File: src/rtl/fe_pkg.sv
package fe_pkg;
  localparam int unsigned FE_DEF_XLEN = 32;
  localparam int unsigned FE_DEF_ILEN = 32;
  localparam int unsigned FE_INSN_BYTES = 4;

  typedef enum logic [1:0] {
    PC_HOLD = 2'd0,
    PC_SEQ  = 2'd1,
    PC_JUMP = 2'd2
  } fe_pcsel_e;
endpackage

File: src/rtl/fe_issue.sv
module fe_issue (
  input  logic              clk,
  input  logic              rst,
  input  logic              stage2_free,
  input  logic              imem_ack,
  input  logic              redirect,
  output logic              imem_req,
  output logic              fetch_take,
  output fe_pkg::fe_pcsel_e pcsel
);
  import fe_pkg::*;

  logic run_q;
  logic accept;

  // request stays low through reset and the first cycle after it
  always_ff @(posedge clk) begin
    if (rst) run_q <= 1'b0;
    else     run_q <= 1'b1;
  end

  assign imem_req   = run_q && stage2_free;
  assign accept     = imem_req && imem_ack;
  // a word arriving with a redirect is wrong-path and dropped
  assign fetch_take = accept && !redirect;

  always_comb begin
    if (redirect)    pcsel = PC_JUMP;
    else if (accept) pcsel = PC_SEQ;
    else             pcsel = PC_HOLD;
  end

  assert_req_idle_after_reset_R1: assert property (
    @(posedge clk) disable iff (rst) $past(rst) |-> !imem_req);
endmodule

File: src/rtl/fe_pc_reg.sv
module fe_pc_reg #(
  parameter int unsigned       XLEN     = fe_pkg::FE_DEF_XLEN,
  parameter logic [XLEN-1:0]   RESET_PC = '0,
  parameter int unsigned       STEP     = fe_pkg::FE_INSN_BYTES
) (
  input  logic              clk,
  input  logic              rst,
  input  fe_pkg::fe_pcsel_e pcsel,
  input  logic [XLEN-1:0]   target,
  output logic [XLEN-1:0]   pc
);
  import fe_pkg::*;

  localparam logic [XLEN-1:0] STEP_V = XLEN'(STEP);

  logic [XLEN-1:0] pc_q;

  always_ff @(posedge clk) begin
    if (rst) begin
      pc_q <= RESET_PC;
    end else begin
      unique case (pcsel)
        PC_JUMP: pc_q <= target;
        PC_SEQ:  pc_q <= pc_q + STEP_V;
        default: pc_q <= pc_q;
      endcase
    end
  end

  assign pc = pc_q;

  assert_jump_lands_R6: assert property (
    @(posedge clk) disable iff (rst) (pcsel == PC_JUMP) |=> (pc == $past(target)));
  assert_pc_hold_R3: assert property (
    @(posedge clk) disable iff (rst) (pcsel == PC_HOLD) |=> $stable(pc));
endmodule

File: src/rtl/fe_stage2.sv
module fe_stage2 #(
  parameter int unsigned XLEN = fe_pkg::FE_DEF_XLEN,
  parameter int unsigned ILEN = fe_pkg::FE_DEF_ILEN
) (
  input  logic            clk,
  input  logic            rst,
  input  logic            load,
  input  logic            flush,
  input  logic            ex_ready,
  input  logic [XLEN-1:0] fetch_pc,
  input  logic [ILEN-1:0] fetch_insn,
  output logic            free,
  output logic            valid,
  output logic [XLEN-1:0] pc,
  output logic [ILEN-1:0] insn
);
  logic            valid_q;
  logic [XLEN-1:0] pc_q;
  logic [ILEN-1:0] insn_q;

  assign free = !valid_q || ex_ready;

  always_ff @(posedge clk) begin
    if (rst) begin
      valid_q <= 1'b0;
      pc_q    <= '0;
      insn_q  <= '0;
    end else if (flush) begin
      valid_q <= 1'b0;
    end else if (free) begin
      valid_q <= load;
      if (load) begin
        pc_q   <= fetch_pc;
        insn_q <= fetch_insn;
      end
    end
  end

  assign valid = valid_q;
  assign pc    = pc_q;
  assign insn  = insn_q;

  assert_stall_holds_R5: assert property (
    @(posedge clk) disable iff (rst)
      (valid && !ex_ready && !flush) |=> (valid && $stable(pc) && $stable(insn)));
  assert_flush_bubble_R6: assert property (
    @(posedge clk) disable iff (rst) flush |=> !valid);
endmodule

File: src/rtl/fetch_frontend.sv
module fetch_frontend #(
  parameter int unsigned     XLEN     = fe_pkg::FE_DEF_XLEN,
  parameter int unsigned     ILEN     = fe_pkg::FE_DEF_ILEN,
  parameter logic [XLEN-1:0] RESET_PC = '0
) (
  input  logic            clk,
  input  logic            rst,
  output logic            imem_req,
  output logic [XLEN-1:0] imem_addr,
  input  logic            imem_ack,
  input  logic [ILEN-1:0] imem_rdata,
  output logic            ex_valid,
  output logic [XLEN-1:0] ex_pc,
  output logic [ILEN-1:0] ex_instr,
  input  logic            ex_ready,
  input  logic            redirect,
  input  logic [XLEN-1:0] redirect_target
);
  import fe_pkg::*;

  logic      stage2_free;
  logic      fetch_take;
  fe_pcsel_e pcsel;

  fe_issue u_issue (
    .clk        (clk),
    .rst        (rst),
    .stage2_free(stage2_free),
    .imem_ack   (imem_ack),
    .redirect   (redirect),
    .imem_req   (imem_req),
    .fetch_take (fetch_take),
    .pcsel      (pcsel)
  );

  fe_pc_reg #(.XLEN(XLEN), .RESET_PC(RESET_PC), .STEP(FE_INSN_BYTES)) u_pc (
    .clk   (clk),
    .rst   (rst),
    .pcsel (pcsel),
    .target(redirect_target),
    .pc    (imem_addr)
  );

  fe_stage2 #(.XLEN(XLEN), .ILEN(ILEN)) u_s2 (
    .clk       (clk),
    .rst       (rst),
    .load      (fetch_take),
    .flush     (redirect),
    .ex_ready  (ex_ready),
    .fetch_pc  (imem_addr),
    .fetch_insn(imem_rdata),
    .free      (stage2_free),
    .valid     (ex_valid),
    .pc        (ex_pc),
    .insn      (ex_instr)
  );

  assert_no_req_in_stall_R9: assert property (
    @(posedge clk) disable iff (rst) (ex_valid && !ex_ready) |-> !imem_req);
  assert_redirect_legal_R8: assert property (
    @(posedge clk) disable iff (rst) redirect |-> (ex_valid && ex_ready));
  assert_seq_step_R2: assert property (
    @(posedge clk) disable iff (rst)
      (imem_req && imem_ack && !redirect) |=> (imem_addr == $past(imem_addr) + XLEN'(FE_INSN_BYTES)));
  assert_word_lands_R4: assert property (
    @(posedge clk) disable iff (rst)
      (imem_req && imem_ack && !redirect)
        |=> (ex_valid && ex_pc == $past(imem_addr) && ex_instr == $past(imem_rdata)));
  assert_wrong_path_dropped_R7: assert property (
    @(posedge clk) disable iff (rst) (imem_req && imem_ack && redirect) |=> !ex_valid);
endmodule

File: config.mk
export PLATFORM = sky130hd
export DESIGN_NAME = fetch_frontend
export DESIGN_NICKNAME = d
export VERILOG_FILES = /design/src/rtl/fe_pkg.sv /design/src/rtl/fe_issue.sv /design/src/rtl/fe_pc_reg.sv /design/src/rtl/fe_stage2.sv /design/src/rtl/fetch_frontend.sv
export SDC_FILE = /design/constraint.sdc
export NUM_CORES = 1
export LEC_CHECK = 0
export BUFFER_PORTS_ARGS = -buffer_cell sky130_fd_sc_hd__buf_2
export CORE_ASPECT_RATIO = 1.75
export CORE_MARGIN = 10
export CORE_UTILIZATION = 30
export DETAILED_ROUTE_END_ITERATION = 16
export PLACE_DENSITY = 0.61
export SYNTH_ARGS = -nofsm -noshare
export SYNTH_HDL_FRONTEND = slang
export SYNTH_SLANG_ARGS = --single-unit
File: constraint.sdc
create_clock -name clk -period 2.9 [get_ports clk]
set_clock_uncertainty 0.05 [all_clocks]
set_input_delay 0.58 -clock clk [delete_from_list [all_inputs] [get_ports clk]]
set_output_delay 0.58 -clock clk [all_outputs]
set_load 0.01 [all_outputs]
Word-level counts from Yosys, hierarchy flattened --
Cells that the tools add are included.
Cells by class: $add $sub $neg 1, $mul 0, div/mod/pow operators 0, order comparisons 0, eq/ne operators 2, shift-type cells 0, multiplexer cells 4, bitwise logic cells 1, reduce and logical (&&, ||, !) cells 9
Operators with widths (number):
- case mux 32 bit (2 select lines) | 1
- adder 32 x 3 -> 32 bit (second input constant) | 1
- logical AND 1 bit | 3
- AND reduction 3 bit | 1
- == test 2 x 1 -> 1 bit (second input constant) | 1
- == test 2 bit (second input constant) | 1
- logical NOT 1 bit | 2
- two-way mux 1 bit | 2
- two-way mux 2 bit | 1
- nonzero test 2 bit | 1
- OR reduction 2 bit | 1
- logical OR 1 bit | 1
- NOT 1 bit | 1
Storage, ports and cells: register bits 98, latch bits 0, memory bits (writable) 0, memory bits (read-only) 0, logic and storage cells 22, memories 0

Depth between registers and ports, before layout --
depth in word-level cells 8, gate-level depth with buffers 6, depth with buffers taken out 6

Hierarchy --
A second synthesis with hierarchy kept.
Second synthesis, totals: cells, all modules 569, area, all modules 5089.9 um^2
Modules (own cells, without submodules):
- fe_stage2 | times used 1, cells an instance 283, area each 2966.6 um^2, sequential area each 1301.2 um^2
- fe_pc_reg | times used 1, cells an instance 280, area each 2068.2 um^2, sequential area each 640.6 um^2
- fe_issue | times used 1, cells an instance 6, area each 55.1 um^2, sequential area each 20.0 um^2

Worst setup path after synthesis --
Ideal clock, no wire load.
path kind in2reg, start point input port ex_ready, end point register u_pc.pc_q[28], in the netlist u_pc.pc[28], setup time 0.091 ns, arrival 1.822 ns, slack 0.937 ns, cell stages on the path 5, path through and2b_1 nor3_4 nand2_2 or4_1 a311oi_1
Between the ends: word-level cells in the longest chain between the ends 7
RTL lines:
- start, declared | RTL line fetch_frontend.sv:15 | input logic ex_ready,
- logical OR 1 bit * | RTL line fe_stage2.sv:21 | assign free = !valid_q || ex_ready;
- logical AND 1 bit * | RTL line fe_issue.sv:22 | assign imem_req = run_q && stage2_free;
- logical AND 1 bit * | RTL line fe_issue.sv:23 | assign accept = imem_req && imem_ack;
- two-way mux 1 bit * | RTL line fe_issue.sv:29 | else if (accept) pcsel = PC_SEQ;
- two-way mux 2 bit * | RTL line fe_issue.sv:28 | if (redirect) pcsel = PC_JUMP;
- == test 2 x 1 -> 1 bit / == test 2 bit (equally long branches) | RTL line fe_pc_reg.sv:22 | unique case (pcsel)
- case mux 32 bit (2 select lines) / nonzero test 2 bit (equally long branches)
- end signal, assigned | RTL line fe_pc_reg.sv:23 | PC_JUMP: pc_q <= target;
- end signal, assigned | RTL line fe_pc_reg.sv:24 | PC_SEQ: pc_q <= pc_q + STEP_V;
- end signal, assigned | RTL line fe_pc_reg.sv:25 | default: pc_q <= pc_q;
- end, declared | RTL line fe_pc_reg.sv:16 | logic [XLEN-1:0] pc_q;
Every way passes the cells marked *; elsewhere a longest branch is shown, timed or not. A chain may end at the register's enable or synchronous reset.

Worst setup path in the final report --
start point register u_pc.pc_q[2], in the netlist u_pc.pc[2], end point register u_pc.pc_q[28], in the netlist u_pc.pc[28]
Between the ends: word-level cells in the longest chain between the ends 2
RTL lines (RTL line):
- adder 32 x 3 -> 32 bit | fe_pc_reg.sv:24
- case mux 32 bit (2 select lines) | fe_pc_reg.sv:22
Every way passes these cells.

==> flow_metrics.env <==
export IMPL_fillers=1333
export IMPL_fin_crit_sh=0.769
export IMPL_cpMaxStageDelayCell="dfxtp_1"
export IMPL_syn_nets=563
export IMPL_cp_start_kind="flip-flop"
export IMPL_yosys_most_used_dff="dfxtp_1"
export IMPL_core_area_um2=13000
export IMPL_grt_max_degree=54
export IMPL_start_util=0.308
export IMPL_cpLargestDelayFamily="simple AND/OR/NAND/NOR gates"
export IMPL_cts_buffer_depth=2
export IMPL_via_per_inst=4.87
export IMPL_multiInputGateArea_um2=1920
export IMPL_yosys_area_top_type_share=0.489
export IMPL_hold_path_class="flip-flop to flip-flop"
export IMPL_yosys_top_cells_count="nand2_1, dfxtp_1, a21oi_1, nor2_1, clkbuf_1"
export IMPL_cts_resized_gates=0
export IMPL_rsz0062_at_grt="false"
export IMPL_synth_largest_area_cell="dfxtp_1"
export IMPL_syn_to_final_growth_pct=33.2
export IMPL_grt_pass1_wl_mm=21.7
export IMPL_cap_violations=0
export IMPL_critPathCaptureType="flip-flop"
export IMPL_cts_buffers=9
export IMPL_grtUsageTotal=0.146
export IMPL_setup_tns_ps=0
export IMPL_overflow=0
export IMPL_crit_chain="ha_1, nand3_1, nor3_4, nand2_2, or4_1, a311oi_1"
export IMPL_synth_cells=493
export IMPL_min_period_ps=2230
export IMPL_yosys_top_cells_area="dfxtp_1, nand2_1, a21oi_1"
export IMPL_insertion_delay_ps=350
export IMPL_setup_viol=0
export IMPL_portBuffers=166
export IMPL_register_area_um2=1960
export IMPL_dieArea_um2=18600
export IMPL_fin_nets=719
export IMPL_vias=4024
export IMPL_yosysMostFrequentCell="nand2_1"
export IMPL_wl_per_cell_um=16.8
export IMPL_worstPathRequired_ps=3110
export IMPL_finalMaxSlewViolations=0
export IMPL_crit_buf_inv=0
export IMPL_dp_hpwl_mm=10.7
export IMPL_die_y_um=173
export IMPL_ios=167
export IMPL_leakagePower_uw=0.00226
export IMPL_cts_root_buf="clkbuf_16"
export IMPL_yosysSeqAreaShare=0.489
export IMPL_wl_mm=13.9
export IMPL_syn_area_per_cell_um2=8.13
export IMPL_synthesis_area_um2=4010
export IMPL_synth_edff_count=0
export IMPL_dr_pass1_iters=4
export IMPL_ir_drop_v=0.000288
export IMPL_worstPathMaxFanout=7
export IMPL_layout_drive_gt1_share=0.315
export IMPL_synth_seq_cells=98
export IMPL_worst_slew_margin_rel=0.665
export IMPL_max_stage_delay_ps=460
export IMPL_run_status="finished clean"
export IMPL_cts_sinks=98
export IMPL_grt_antenna_before_repair=4
export IMPL_drtAntennaViolNets=0
export IMPL_cts_clk_slew_worst_paths_ps=70
export IMPL_power_uw=3020
export IMPL_htree_levels=3
export IMPL_arrival_ps=2440
export IMPL_final_hold_violation_count=0
export IMPL_fmax_ghz=0.448
export IMPL_drt_iter0_drc=167
export IMPL_power_density_nw_per_um2=565
export IMPL_synthArstFlopShare=0
export IMPL_grt_pass1_vias=4146
export IMPL_synth_cell_type_count=38
export IMPL_die_w_um=107
export IMPL_drc=0
export IMPL_yosys_warnings=0
export IMPL_tightestPinTransition_ps=496
export IMPL_cts_hold_buf=0
export IMPL_routabilityCongestion=0.794
export IMPL_num_rows=55
export IMPL_cts_tree="built"
export IMPL_postCtsSetupBuffers=0
export IMPL_critPathKind="flip-flop to flip-flop"
-- worst reg2reg max path, cell delays in order, from the launching register on --
cell and delay, ps:
dfxtp_1 460, ha_1 240, nand3_1 270, nor3_4 340, nand2_2 120, or4_1 400
a311oi_1 260
-- cells by family (layout without fill, tap and decap cells) --
logic type	count (synthesis)	after routing	share of synthesized area
XOR/XNOR	26	26	0.0568
AND/OR/NAND/NOR	227	227	0.260
multiplexers	5	5	0.0128
flip-flops	98	98	0.489
adder cells (fa/ha/maj)	1	1	0.00312
AO/OA/AOI/OAI	103	103	0.145
buffers and inverters	33	194	0.0331
other	0	2	0
-- final cells by class --
type	count	area share
clock buffer	11	0.0473
antenna	2	0.000937
clock inverter	5	0.0115
inverter	3	0.00211
sequential	98	0.367
tap	171	0.0400
multi-input combinational	362	0.360
timing repair buffer	175	0.171
-- through the flow --
step	area [um^2]	setup WS, ps	utilization	cells	hold WS, ps
after CTS	5340	657	0.410	825	394
after floorplan	4010	937	-	493	431
after global routing	5340	490	0.411	827	407
after detailed placement	5020	669	0.386	809	395
final	5340	669	0.411	827	402
after global placement	5020	754	0.386	809	388
-- power by group --
part	internal [uW]	switching, uW	leakage (uW)
registers	1400	65.3	0.000801
logic	128	170	0.00130
clock network	721	532	0.000156
total	2250	767	0.00226
-- flip-flops by register name, indices dropped and copies added (netlist names) --
name and cells:
u_pc.pc 32, u_s2.insn 32, u_s2.pc 32, u_issue.run_q 1, u_s2.valid 1
-- per-layer routing --
metal / GRT usage / vias to the layer above / wire [um] / part of all wire
li1: - / 1993 / - / -
met1: 0.150 / 1844 / 5280 / 0.38
met2: 0.246 / 155 / 6830 / 0.49
met3: 0.0659 / 28 / 1300 / 0.094
met4: 0.0666 / 4 / 429 / 0.031
met5: 0 / - / 19 / 0.0014
-- layout by cell type, fill, tap and decap left out, types with 3 or more instances in the layout --
master	count
clkbuf_16	9
xnor2_1	15
a211oi_1	20
nand4_1	9
buf_2	165
dfxtp_1	98
and4_1	6
xor2_1	11
and2_1	3
nor4_1	4
nand3_1	10
nor4_2	3
o21ai_0	7
mux2i_1	4
nand2_1	145
buf_4	9
nor2_1	24
nor3_1	8
a21oi_1	72
-- worst paths after layout --
path	cells after the start	end	from	slack [ps]
max	6	u_pc.pc[28]	u_pc.pc[2]	670
min	2	u_s2.pc[10]	u_s2.pc[10]	400
max reg2reg	6	u_pc.pc[28]	u_pc.pc[2]	670
min reg2reg	2	u_s2.pc[10]	u_s2.pc[10]	400
(Power assumes the default switching activity.)
